===== src/rtl/cr_timer16_pkg.sv =====
package cr_timer16_pkg;

  typedef enum logic [1:0] {
    SEL_COUNT  = 2'd0,
    SEL_RELOAD = 2'd1,
    SEL_CTRL   = 2'd2,
    SEL_MODE   = 2'd3
  } sel_e;

  typedef struct packed {
    logic irq_en;    // bit8
    logic ovf_flag;  // bit7
    logic ext_flag;  // bit6
    logic rx_baud;   // bit5
    logic tx_baud;   // bit4
    logic ext_en;    // bit3
    logic capt_sel;  // bit2
    logic evt_mode;  // bit1
    logic run;       // bit0
  } ctrl_t;

  typedef struct packed {
    logic capt_clr;  // bit1
    logic down_en;   // bit0
  } mode_t;

  localparam int CTRL_W = $bits(ctrl_t);
  localparam int MODE_W = $bits(mode_t);

endpackage


===== src/rtl/cr_timer16_sync.sv =====
module cr_timer16_sync #(
  parameter int N      = 2,
  parameter int STAGES = 2
) (
  input  logic         clk,
  input  logic         rst_n,
  input  logic [N-1:0] din,
  output logic [N-1:0] level,
  output logic [N-1:0] fall
);

  for (genvar i = 0; i < N; i++) begin : g_bit
    logic [STAGES-1:0] sh_q, sh_d;
    logic              last_q, last_d;

    always_comb begin
      sh_d   = {sh_q[STAGES-2:0], din[i]};
      last_d = sh_q[STAGES-1];
    end

    always_ff @(posedge clk or negedge rst_n) begin
      if (!rst_n) begin
        sh_q   <= '0;
        last_q <= 1'b0;
      end else begin
        sh_q   <= sh_d;
        last_q <= last_d;
      end
    end

    assign level[i] = sh_q[STAGES-1];
    assign fall[i]  = last_q & ~sh_q[STAGES-1];


    fall_once_chk: assert property (@(posedge clk) disable iff (!rst_n)
      fall[i] |=> !fall[i]);
  end

endmodule


===== src/rtl/cr_timer16_tickgen.sv =====
module cr_timer16_tickgen #(
  parameter int PRE_DIV = 12
) (
  input  logic clk,
  input  logic rst_n,
  input  logic run,
  input  logic baud,
  input  logic evt_mode,
  input  logic fast_sel,
  input  logic evt_fall,
  output logic tick
);

  localparam int PW = (PRE_DIV > 1) ? $clog2(PRE_DIV) : 1;
  localparam logic [PW-1:0] PMAX = PW'(PRE_DIV - 1);

  logic [PW-1:0] presc_q, presc_d;
  logic          half_q, half_d;
  logic          slow_mode, baud_run;

  assign slow_mode = run & ~baud & ~evt_mode & ~fast_sel;
  assign baud_run  = run & baud;

  always_comb begin
    tick    = 1'b0;
    presc_d = presc_q;
    half_d  = half_q;
    if (run) begin
      if (baud) begin
        half_d = ~half_q;
        tick   = half_q;
      end else if (evt_mode) begin
        tick = evt_fall;
      end else if (fast_sel) begin
        tick = 1'b1;
      end else begin
        tick    = (presc_q == PMAX);
        presc_d = tick ? '0 : presc_q + 1'b1;
      end
    end
  end

  always_ff @(posedge clk or negedge rst_n) begin
    if (!rst_n) begin
      presc_q <= '0;
      half_q  <= 1'b0;
    end else begin
      presc_q <= presc_d;
      half_q  <= half_d;
    end
  end


  presc_space_chk: assert property (@(posedge clk) disable iff (!rst_n)
    (PRE_DIV > 1 && tick && slow_mode) |-> !$past(tick && slow_mode));


  baud_space_chk: assert property (@(posedge clk) disable iff (!rst_n)
    (tick && baud_run) |-> !$past(tick && baud_run));

endmodule


===== src/rtl/cr_timer16_regs.sv =====
module cr_timer16_regs
  import cr_timer16_pkg::*;
(
  input  logic              clk,
  input  logic              rst_n,
  input  logic              wr_ctrl,
  input  logic              wr_mode,
  input  logic [CTRL_W-1:0] wdata,
  input  logic              ovf_evt,
  input  logic              trig_act,
  input  logic              ext_toggle,
  output ctrl_t             ctrl_q,
  output mode_t             mode_q
);

  ctrl_t ctrl_d;
  mode_t mode_d;
  logic  baud;

  assign baud = ctrl_q.tx_baud | ctrl_q.rx_baud;

  always_comb begin
    ctrl_d = ctrl_q;
    mode_d = mode_q;
    if (ovf_evt && !baud) ctrl_d.ovf_flag = 1'b1;
    if (trig_act)         ctrl_d.ext_flag = 1'b1;
    if (ext_toggle)       ctrl_d.ext_flag = ~ctrl_q.ext_flag;
    if (wr_ctrl)          ctrl_d = ctrl_t'(wdata);
    if (wr_mode)          mode_d = mode_t'(wdata[MODE_W-1:0]);
  end

  always_ff @(posedge clk or negedge rst_n) begin
    if (!rst_n) begin
      ctrl_q <= '0;
      mode_q <= '0;
    end else begin
      ctrl_q <= ctrl_d;
      mode_q <= mode_d;
    end
  end


  baud_no_ovf_chk: assert property (@(posedge clk) disable iff (!rst_n)
    (ovf_evt && baud && !wr_ctrl) |=> ctrl_q.ovf_flag == $past(ctrl_q.ovf_flag));


  trig_flag_chk: assert property (@(posedge clk) disable iff (!rst_n)
    (trig_act && !wr_ctrl) |=> ctrl_q.ext_flag);

endmodule


===== src/rtl/cr_timer16_core.sv =====
module cr_timer16_core #(
  parameter int CNT_W = 16
) (
  input  logic             clk,
  input  logic             rst_n,
  input  logic             tick,
  input  logic             down,
  input  logic             reload_mode,
  input  logic             capt_mode,
  input  logic             trig_act,
  input  logic             capt_clr,
  input  logic             wr_cnt,
  input  logic             wr_rld,
  input  logic [CNT_W-1:0] wdata,
  output logic [CNT_W-1:0] cnt_q,
  output logic [CNT_W-1:0] rld_q,
  output logic             ovf_evt
);

  localparam logic [CNT_W-1:0] TOP = '1;

  logic [CNT_W-1:0] cnt_d, rld_d;
  logic             at_top, at_floor;

  assign at_top   = (cnt_q == TOP);
  assign at_floor = (cnt_q == rld_q);

  always_comb begin
    ovf_evt = tick & (down ? at_floor : at_top);
    cnt_d   = cnt_q;
    rld_d   = rld_q;
    if (tick) begin
      if (down) cnt_d = at_floor ? TOP : cnt_q - 1'b1;
      else      cnt_d = at_top ? (reload_mode ? rld_q : '0) : cnt_q + 1'b1;
    end
    if (trig_act) begin
      if (capt_mode) begin
        rld_d = cnt_q;
        if (capt_clr) cnt_d = '0;
      end else begin
        cnt_d = rld_q;
      end
    end
    if (wr_cnt) cnt_d = wdata;
    if (wr_rld) rld_d = wdata;
  end

  always_ff @(posedge clk or negedge rst_n) begin
    if (!rst_n) begin
      cnt_q <= '0;
      rld_q <= '0;
    end else begin
      cnt_q <= cnt_d;
      rld_q <= rld_d;
    end
  end


  hold_chk: assert property (@(posedge clk) disable iff (!rst_n)
    (!tick && !trig_act && !wr_cnt) |=> $stable(cnt_q));


  up_reload_chk: assert property (@(posedge clk) disable iff (!rst_n)
    (ovf_evt && !down && reload_mode && !trig_act && !wr_cnt) |=> cnt_q == $past(rld_q));


  down_wrap_chk: assert property (@(posedge clk) disable iff (!rst_n)
    (ovf_evt && down && !trig_act && !wr_cnt) |=> cnt_q == TOP);


  capture_chk: assert property (@(posedge clk) disable iff (!rst_n)
    (trig_act && capt_mode && !wr_rld) |=> rld_q == $past(cnt_q));

endmodule


===== src/rtl/cr_timer16.sv =====
module cr_timer16
  import cr_timer16_pkg::*;
#(
  parameter int CNT_W   = 16,
  parameter int PRE_DIV = 12
) (
  input  logic             clk,
  input  logic             rst_n,
  input  logic [1:0]       reg_sel,
  input  logic             reg_wr,
  input  logic [CNT_W-1:0] reg_wdata,
  output logic [CNT_W-1:0] reg_rdata,
  input  logic             trig_in,
  input  logic             event_in,
  input  logic             fast_sel,
  output logic             irq,
  output logic             tx_tick,
  output logic             rx_tick
);

  ctrl_t            ctrl_q;
  mode_t            mode_q;
  logic [CNT_W-1:0] cnt_q, rld_q;
  logic [1:0]       s_level, s_fall;
  logic             baud, down, trig_act, ext_toggle, ovf_evt, tick;
  logic             wr_cnt, wr_rld, wr_ctrl, wr_mode;
  logic             reload_mode, capt_mode, dc_mode;

  assign wr_cnt  = reg_wr & (sel_e'(reg_sel) == SEL_COUNT);
  assign wr_rld  = reg_wr & (sel_e'(reg_sel) == SEL_RELOAD);
  assign wr_ctrl = reg_wr & (sel_e'(reg_sel) == SEL_CTRL);
  assign wr_mode = reg_wr & (sel_e'(reg_sel) == SEL_MODE);

  cr_timer16_sync #(.N(2), .STAGES(2)) u_sync (
    .clk   (clk),
    .rst_n (rst_n),
    .din   ({event_in, trig_in}),
    .level (s_level),
    .fall  (s_fall)
  );

  always_comb begin
    baud        = ctrl_q.tx_baud | ctrl_q.rx_baud;
    reload_mode = baud | ~ctrl_q.capt_sel;
    capt_mode   = ~baud & ctrl_q.capt_sel;
    dc_mode     = ~baud & ~ctrl_q.capt_sel & mode_q.down_en;
    down        = dc_mode & s_level[0];
    trig_act    = ctrl_q.ext_en & ~baud & s_fall[0] & ~dc_mode;
    ext_toggle  = ovf_evt & dc_mode;
  end

  cr_timer16_tickgen #(.PRE_DIV(PRE_DIV)) u_tick (
    .clk      (clk),
    .rst_n    (rst_n),
    .run      (ctrl_q.run),
    .baud     (baud),
    .evt_mode (ctrl_q.evt_mode),
    .fast_sel (fast_sel),
    .evt_fall (s_fall[1]),
    .tick     (tick)
  );

  cr_timer16_core #(.CNT_W(CNT_W)) u_core (
    .clk         (clk),
    .rst_n       (rst_n),
    .tick        (tick),
    .down        (down),
    .reload_mode (reload_mode),
    .capt_mode   (capt_mode),
    .trig_act    (trig_act),
    .capt_clr    (mode_q.capt_clr),
    .wr_cnt      (wr_cnt),
    .wr_rld      (wr_rld),
    .wdata       (reg_wdata),
    .cnt_q       (cnt_q),
    .rld_q       (rld_q),
    .ovf_evt     (ovf_evt)
  );

  cr_timer16_regs u_regs (
    .clk        (clk),
    .rst_n      (rst_n),
    .wr_ctrl    (wr_ctrl),
    .wr_mode    (wr_mode),
    .wdata      (reg_wdata[CTRL_W-1:0]),
    .ovf_evt    (ovf_evt),
    .trig_act   (trig_act),
    .ext_toggle (ext_toggle),
    .ctrl_q     (ctrl_q),
    .mode_q     (mode_q)
  );

  always_comb begin
    case (sel_e'(reg_sel))
      SEL_COUNT:  reg_rdata = cnt_q;
      SEL_RELOAD: reg_rdata = rld_q;
      SEL_CTRL:   reg_rdata = {{(CNT_W-CTRL_W){1'b0}}, ctrl_q};
      default:    reg_rdata = {{(CNT_W-MODE_W){1'b0}}, mode_q};
    endcase
  end

  assign irq     = ctrl_q.irq_en & (ctrl_q.ovf_flag | ctrl_q.ext_flag);
  assign tx_tick = ovf_evt & ctrl_q.tx_baud;
  assign rx_tick = ovf_evt & ctrl_q.rx_baud;


  tick_pulse_chk: assert property (@(posedge clk) disable iff (!rst_n)
    (tx_tick || rx_tick) |=> !(tx_tick || rx_tick));


  irq_flag_chk: assert property (@(posedge clk) disable iff (!rst_n)
    irq |-> (ctrl_q.ovf_flag || ctrl_q.ext_flag));

endmodule


===== config.mk =====
export PLATFORM = sky130hd
export DESIGN_NAME = cr_timer16
export DESIGN_NICKNAME = d
export VERILOG_FILES = /design/src/rtl/cr_timer16_pkg.sv /design/src/rtl/cr_timer16_sync.sv /design/src/rtl/cr_timer16_tickgen.sv /design/src/rtl/cr_timer16_regs.sv /design/src/rtl/cr_timer16_core.sv /design/src/rtl/cr_timer16.sv
export SDC_FILE = /design/constraint.sdc
export NUM_CORES = 1
export LEC_CHECK = 0
export ABC_CLOCK_PERIOD_IN_PS = 2440
export BUFFER_PORTS_ARGS = -buffer_cell sky130_fd_sc_hd__buf_2
export CAP_MARGIN = 20
export CELL_PAD_IN_SITES_DETAIL_PLACEMENT = 1
export CELL_PAD_IN_SITES_GLOBAL_PLACEMENT = 1
export CORE_MARGIN = 2
export CORE_UTILIZATION = 45
export CTS_CLUSTER_DIAMETER = 60
export CTS_CLUSTER_SIZE = 8
export DETAILED_ROUTE_END_ITERATION = 6
export HOLD_SLACK_MARGIN = 0.1
export PLACE_DENSITY = 0.77
export SETUP_SLACK_MARGIN = 0.02
export SYNTH_ARGS = -nofsm -noshare
export SYNTH_HDL_FRONTEND = slang
export SYNTH_SLANG_ARGS = --single-unit

===== constraint.sdc =====
create_clock -name clk -period 2.44 [get_ports clk]
set_input_delay 0.122 -clock clk [delete_from_list [all_inputs] [get_ports clk]]
set_output_delay 0.122 -clock clk [all_outputs]
set_load 0.01 [all_outputs]

==> results of run 1 <==
sequential cells by signal, summed over array words and instances, names as in the netlist:
| name | count |
|---|---|
| u_core.cnt_q | 16 |
| u_core.rld_q | 16 |
| u_regs.ctrl_q | 9 |
| u_regs.mode_q | 2 |
| u_sync.g_bit.last_q | 2 |
| u_sync.g_bit.sh_q | 4 |
| u_tick.half_q | 1 |
| u_tick.presc_q | 4 |
synth_stat cells, drive strengths merged (5+ instances only):
cell,instances
a211o,5
a21oi,21
a22oi,6
a31oi,5
and2,6
and3,7
buf,16
clkbuf,21
dfrtp,54
inv,6
mux2,13
mux2i,30
nand2,50
nand3,20
nand4,8
nor2,35
nor3,14
nor4,13
o21ai,37
xnor2,7
xor2,20
area by class of cell:
type                    instances  area [sq um]  area share (%)
repair buffers                130           961            18.6
clock inverters                 1          8.76           0.169
flip-flops and latches         54          1350            26.1
inverters                       6          22.5           0.435
clock buffers                   7          96.3            1.86
multi-input cells             369          2600            50.2
well taps                     108           135            2.61
stage by stage:
stage / hold WS (ns) / utilization [%] / setup TNS, ns / std cells
after floorplan: -0.174 / - / 0 / 466
after detailed placement: 0.137 / 53.9 / 0 / 640
after global placement: 0.115 / 53.9 / 0 / 640
final: 0.0928 / 59.1 / 0 / 675
after CTS: 0.102 / 56.9 / 0 / 661
after global routing: 0.0921 / 59.1 / -0.0630 / 675
power by group through the flow:
stage | Clock [W] | Combinational [W] | Sequential (W)
floorplan | 0 | 0.00142 | 0.00135
global placement | 0 | 0.00213 | 0.00149
detailed placement | 0 | 0.00221 | 0.00151
CTS | 0.000584 | 0.00228 | 0.00150
global route | 0.000624 | 0.00275 | 0.00155
finish | 0.000590 | 0.00259 | 0.00152
logic make-up after synthesis:
| logic type | after synthesis | share of synthesized area (%) |
|---|---|---|
| adder cells (fa/ha/maj) | 3 | 0.922 |
| buffers and inverters | 43 | 4.95 |
| multiplexers | 45 | 12.1 |
| AND/OR/NAND/NOR | 179 | 23.5 |
| AO/OA/AOI/OAI | 115 | 19.6 |
| XOR/XNOR | 27 | 5.81 |
| flip-flops | 54 | 33.2 |
metal layers:
layer | wire length (um) | up-vias
met5 | 0 | -
met4 | 644 | 0
met3 | 1520 | 61
met1 | 6910 | 2299
li1 | - | 1917
met2 | 8180 | 288
path summary, 6_finish.rpt:
kind / start / endpoint / slack [ns] / cells after the start
hold reg to reg: u_sync.g_bit[0].sh_q[0] / u_sync.g_bit[0].sh_q[1] / 0.37 / 0
setup reg to reg: u_core.cnt_q[1] / u_core.cnt_q[14] / 0.05 / 9
hold / removal: reg_wdata[0] / u_regs.mode_q[0] / 0.09 / 2
setup / recovery: u_core.cnt_q[8] / tx_tick / 0.03 / 7
max in group asynchronous: rst_n / u_regs.ctrl_q[4] / 1.26 / 3
min in group asynchronous: rst_n / u_sync.g_bit[0].sh_q[0] / 0.30 / 2
timing repair:
item,CTS,global route
pin swaps,8,9
hold buffers,8,0
gates cloned,0,1
setup buffers,5,13
endpoints found under the setup margin,3,12
gates resized for setup,12,14
endpoints found under the hold margin,30,0
==> run metrics, run 1 <==
status=completed; I/O Buffers=42; P per Cell Area=908 nW/um^2; Critical Path End Type=primary output; crit path buf inv count=1; vias in the first global route=roughly 4700; DRT Pass-1 Iters=5; Worst EP arrival=between 2 and 2.5 ns; Row Count=34; all-layer global routing usage=between 30% and 40%; Post-Syn Area per Cell=8.74 sq um; post-synthesis cell area=4070 sq um; VDD IR max=0.423 mV; # fillers=1033; synth top area cells=dfrtp_1 33%, mux2i_1 7.4%, nand2_1 4.5%, o21ai_0 4.3%, xor2_1 4.3%; unrepaired setup endpoints after global routing=true; FMAX=414 MHz; Post-Syn Instances=466; Post-synth EDFFs=0; register bit total from synthesis=54; via count=4565; Clock Tree Root=clkbuf_8; combinational power share=55.2%; Yosys top cell area share=33.2%; CP Launch Type=flop; # IOs=43; layout overhead on the synthesized area=27.2%; leading area contributor after synthesis=dfrtp_1; GRT met2 Usage=54.3%; Inserted Clock Buffers=5; first-pass GRT wire length=roughly 26000 um; most frequent cells in the layout=72 x buf_4, 52 x dfrtp_1, 48 x nand2_1; met3 track demand over resource=4.08%; antenna violations before repair=0; clk_skew=~0.014 ns; CP peak stage delay=0.60 ns; layout cells sized above 1=a little under a third; post-route cell area=5180 sq um; family with the most delay on the worst path=simple AND/OR/NAND/NOR gates; CTS tree=built; Initial Util=46.5%; Slew @ Worst Pin=roughly 0.64 ns; ANT nets after route=0; fraction of registers with async set/reset=100%; syn nets=493; Slew Viols, Final=0; post-synth cell types=75; GRT Max-Usage Layer=met2; final period demand of the worst path=2.41 ns; maximum clock path buffer count=2; relative max-transition margin=57.1%; clock-pin transition on the worst setup and hold timing paths=around 0.11 ns; CP Cell Sequence=and3_1 > nand3_1 > or4_4 > nor2_4 > o21a_1 > and2_1 > buf_2; GRT overflow=0; leak pwr=2.33 nW; PnR Total Power=0.00470 W; Crit-path slowest cell=or4_4; dpl cell area=4720 sq um; met1 usage=between 40 and 50%; Hold Fails Final Rpt=0; Critical Path RT=2.32 ns; n_diodes=0; # clock sinks=54; DIE AREA=9820 sq um; First DRT Iteration DRCs=427; Critical Path Fanout Max=3; Setup Viol. Count Final=0; sequential fraction of the synthesis area=33.2%; internal power=0.00254 W; clock power share=12.6%; most common cell after layout, fill and taps aside=buf_4; routability congestion estimate=0.938; largest net degree at the start of global routing=33; CP Class=reg -> out; Place WS=0.0110 ns; die span in y=99.1 um; final net count=approximately 590; WL per Instance=25.6 um; final wirelength=17200 um; Seq pwr share=32.3%; min-delay worst type=in -> reg; Vias/cell=6.76; Final WS setup=0.0267 ns; synth warn=0; chip width=just under 100 um; core area=8760 sq um; clock latency at the later pin of the worst-skew pair=0.32 ns; Main synth FF type=dfrtp_1; DRC viols=0; H-tree depth=2; post-DP HPWL=~12000 um; Psw=~0.0022 W; Max-cap violations=0; switch share=45.9%; final worst-path cycle share=98.9%
No activity file was read; power rests on OpenSTA's default activity.
==> run 2: changes to the inputs <==
- ABC_AREA: default -> 1
- CORE_UTILIZATION: 45 -> 43
- PLACE_DENSITY: 0.77 -> 0.78
==> run metrics, run 2 <==
vias in the first global route=5026 (was 4693); clk_skew=0.0131 ns (was 0.0135 ns); largest registers=u_core.cnt_q x16, u_core.rld_q x16, u_regs.ctrl_q x9 (unchanged); cell with the most instances after synthesis=nand2_1 (was dfrtp_1); # clock sinks=54 (unchanged); FMAX=435 MHz (was 414 MHz); unrepaired setup endpoints after global routing=false (was true); final net count=735 (was 593); final core occ=52.3% (was 59.1%); min-delay worst type=in -> reg (unchanged); register bit total from synthesis=54 (unchanged); leak pwr=2.41 nW (was 2.33 nW); routability congestion estimate=0.925 (was 0.938); leading area contributor after synthesis=dfrtp_1 (unchanged); P per Cell Area=992 nW/um^2 (was 908 nW/um^2); Main synth FF type=dfrtp_1 (unchanged); Row Count=36 (was 34); layout cells sized above 1=19.5% (was 31.6%); crit path buf inv count=1 (unchanged); commonest cells in the netlist=164 x nand2_1, 71 x nor2_1, 61 x inv_1, 54 x dfrtp_1 (was 54 x dfrtp_1, 49 x nand2_1, 35 x o21ai_0, 33 x nor2_1, 30 x mux2i_1); relative max-transition margin=43.7% (was 57.1%); Yosys top cell area share=31.4% (was 33.2%); core area=9730 sq um (was 8760 sq um); FF-to-FF setup slack=0.26 ns (was 0.05 ns); CP peak stage delay=0.45 ns (was 0.60 ns); Initial Util=44.2% (was 46.5%); post-synth cell types=38 (was 75); fraction of registers with async set/reset=100% (unchanged); VDD IR max=0.446 mV (was 0.423 mV); switch share=50.7% (was 45.9%); dpl cell area=4700 sq um (was 4720 sq um); all-layer global routing usage=31.7% (was 34.0%); Max-cap violations=0 (unchanged); Hold Fails Final Rpt=0 (unchanged); first-pass GRT wire length=27100 um (was 26000 um); most frequent cells in the layout=161 x nand2_1, 71 x nor2_1, 61 x inv_1 (was 72 x buf_4, 52 x dfrtp_1, 48 x nand2_1); ANT nets after route=0 (unchanged); die span in y=104 um (was 99.1 um); sequential fraction of the synthesis area=31.4% (was 33.2%); Worst EP arrival=2.18 ns (was 2.29 ns); final worst-path cycle share=94.3% (was 98.9%); CP Cell Sequence=ha_2 > nand2_2 > nor2_4 > nand2_4 > nor2_4 > nand3_4 > nand2_2 > nand3_1 > nor2_1 > buf_2 (was and3_1 > nand3_1 > or4_4 > nor2_4 > o21a_1 > and2_1 > buf_2); Setup Viol. Count Final=0 (unchanged); clock-pin transition on the worst setup and hold timing paths=0.12 ns (was 0.11 ns); Critical Path End Type=primary output (unchanged); family with the most delay on the worst path=simple AND/OR/NAND/NOR gates (unchanged); post-route cell area=5080 sq um (was 5180 sq um); post-synthesis cell area=4300 sq um (was 4070 sq um); clock power share=13.1% (was 12.6%); Critical Path RT=2.32 ns (about the same); DIE AREA=10800 sq um (was 9820 sq um); Post-Syn Area per Cell=6.71 sq um (was 8.74 sq um); n_diodes=0 (unchanged); Crit-path slowest cell=dfrtp_2 (was or4_4); Slew Viols, Final=0 (unchanged); layout overhead on the synthesized area=18.2% (was 27.2%); I/O Buffers=42 (unchanged); Critical Path Fanout Max=7 (was 3); WL per Instance=20.0 um (was 25.6 um); First DRT Iteration DRCs=338 (was 427); Post-synth EDFFs=0 (unchanged); post-DP HPWL=12600 um (was 12200 um); syn nets=668 (was 493); DRT Pass-1 Iters=5 (unchanged); status=completed (unchanged); internal power=0.00249 W (was 0.00254 W); setup_tns=0 ns (unchanged); Psw=0.00256 W (was 0.00216 W); Inserted Clock Buffers=5 (unchanged); chip width=104 um (was 99.1 um); H-tree depth=2 (unchanged); Slew @ Worst Pin=0.843 ns (was 0.643 ns); DRC viols=0 (unchanged); Post-Syn Instances=641 (was 466); final wirelength=16900 um (was 17200 um); CTS tree=built (unchanged); Seq pwr share=31.4% (was 32.3%); Clock Tree Root=clkbuf_8 (unchanged); synth warn=0 (unchanged); combinational power share=55.5% (was 55.2%); via count=4842 (was 4565); most common cell after layout, fill and taps aside=nand2_1 (was buf_4); final period demand of the worst path=2.30 ns (was 2.41 ns); Vias/cell=5.75 (was 6.76); clock latency at the later pin of the worst-skew pair=0.33 ns (was 0.32 ns); CP Launch Type=flop (unchanged); antenna violations before repair=0 (unchanged); largest net degree at the start of global routing=29 (was 33); # IOs=43 (unchanged); CP Class=reg -> out (unchanged); synth top area cells=dfrtp_1 31%, nand2_1 14%, nor2_1 6.2%, nand3_1 5.8%, o21ai_0 5.8% (was dfrtp_1 33%, mux2i_1 7.4%, nand2_1 4.5%, o21ai_0 4.3%, xor2_1 4.3%); maximum clock path buffer count=2 (unchanged); GRT overflow=0 (unchanged)
==> run 2: cell count changes in the layout (fill, tap and decap cells not counted), moves of 9 or more <==
| cell | previous run | this run |
|---|---|---|
| dlygate4sd3_1 | 8 | 19 |
| o21ai_0 | 35 | 49 |
| o211ai_1 | 2 | 21 |
| xor2_1 | 20 | 11 |
| nor2_1 | 31 | 71 |
| nand3_1 | 19 | 50 |
| inv_2 | 0 | 11 |
| mux2i_1 | 30 | 0 |
| inv_1 | 6 | 61 |
| mux2_2 | 13 | 1 |
| nor4_1 | 9 | 0 |
| nand2_1 | 48 | 161 |
| a21oi_1 | 19 | 30 |
| buf_4 | 72 | 26 |
==> run 2: final timing paths <==
path,cells after the start,startpoint,to
max,10,u_core.cnt_q[1],tx_tick
max reg2reg,11,u_core.cnt_q[0],u_core.cnt_q[14]
min in group asynchronous,2,rst_n,u_tick.presc_q[1]
min reg2reg,0,u_sync.g_bit[0].sh_q[0],u_sync.g_bit[0].sh_q[1]
min,3,reg_wdata[1],u_regs.ctrl_q[1]
max in group asynchronous,3,rst_n,u_core.cnt_q[1]
==> run 2: logic make-up (layout without fill, tap and decap cells) <==
group	Yosys count	count (layout)	synth area share (%)
adder cells (fa/ha/maj)	3	3	0.873
multiplexers	1	1	0.262
flip-flops	54	54	31.4
buffers and inverters	102	170	10.6
AND/OR/NAND/NOR	330	330	34.7
AO/OA/AOI/OAI	139	139	19.7
XOR/XNOR	12	12	2.44
==> run 2: tightest hold or removal path, stage by stage <==
cell	delay, ns
buf_2	0.14
nand2_1	0.06
o21ai_0	0.07
==> run 2: per-layer routing <==
metal / wire (um) / vias up / GRT usage [%]
met2: 7570 / 171 / 48.6
met1: 7850 / 2373 / 45.6
met5: 0 / - / 0
met4: 373 / 0 / 9.46
li1: - / 2266 / -
met3: 1060 / 32 / 5.64
==> run 2: repair_timing <==
action	CTS	global route
endpoints found under the setup margin	2	2
pin swaps	0	3
hold buffers	19	0
hold endpoints to repair	53	0
gates resized for setup	2	14
setup buffers	0	4
==> run 2: cell type report <==
cell class                 count  area [sq um]
clock buffer                   5          68.8
clock inverter                 3          48.8
fill                        1311          4650
inverter                      73           277
multi-input combinational    485          2530
sequential                    54          1360
tap                          133           166
timing repair buffer          89           636
==> run 2: metrics by stage <==
stage	instances	setup WS [ns]	total power (W)	hold slack, ns
6_report	842	0.139	0.00505	0.0997
5_1_grt	842	0.00646	0.00544	0.118
4_1_cts	838	0.0247	0.00492	0.110
3_5_place_dp	811	0.292	0.00422	0.203
3_3_place_gp	811	0.258	0.00415	0.190
2_1_floorplan	641	0.746	0.00336	-0.174
==> run 2: power by group through the flow <==
stage,Combinational [W],Clock (W),Sequential [W]
final,0.00280,0.000663,0.00158
after global routing,0.00311,0.000707,0.00163
after CTS,0.00267,0.000667,0.00158
after detailed placement,0.00263,0,0.00160
after global placement,0.00257,0,0.00157
after floorplan,0.00199,0,0.00137
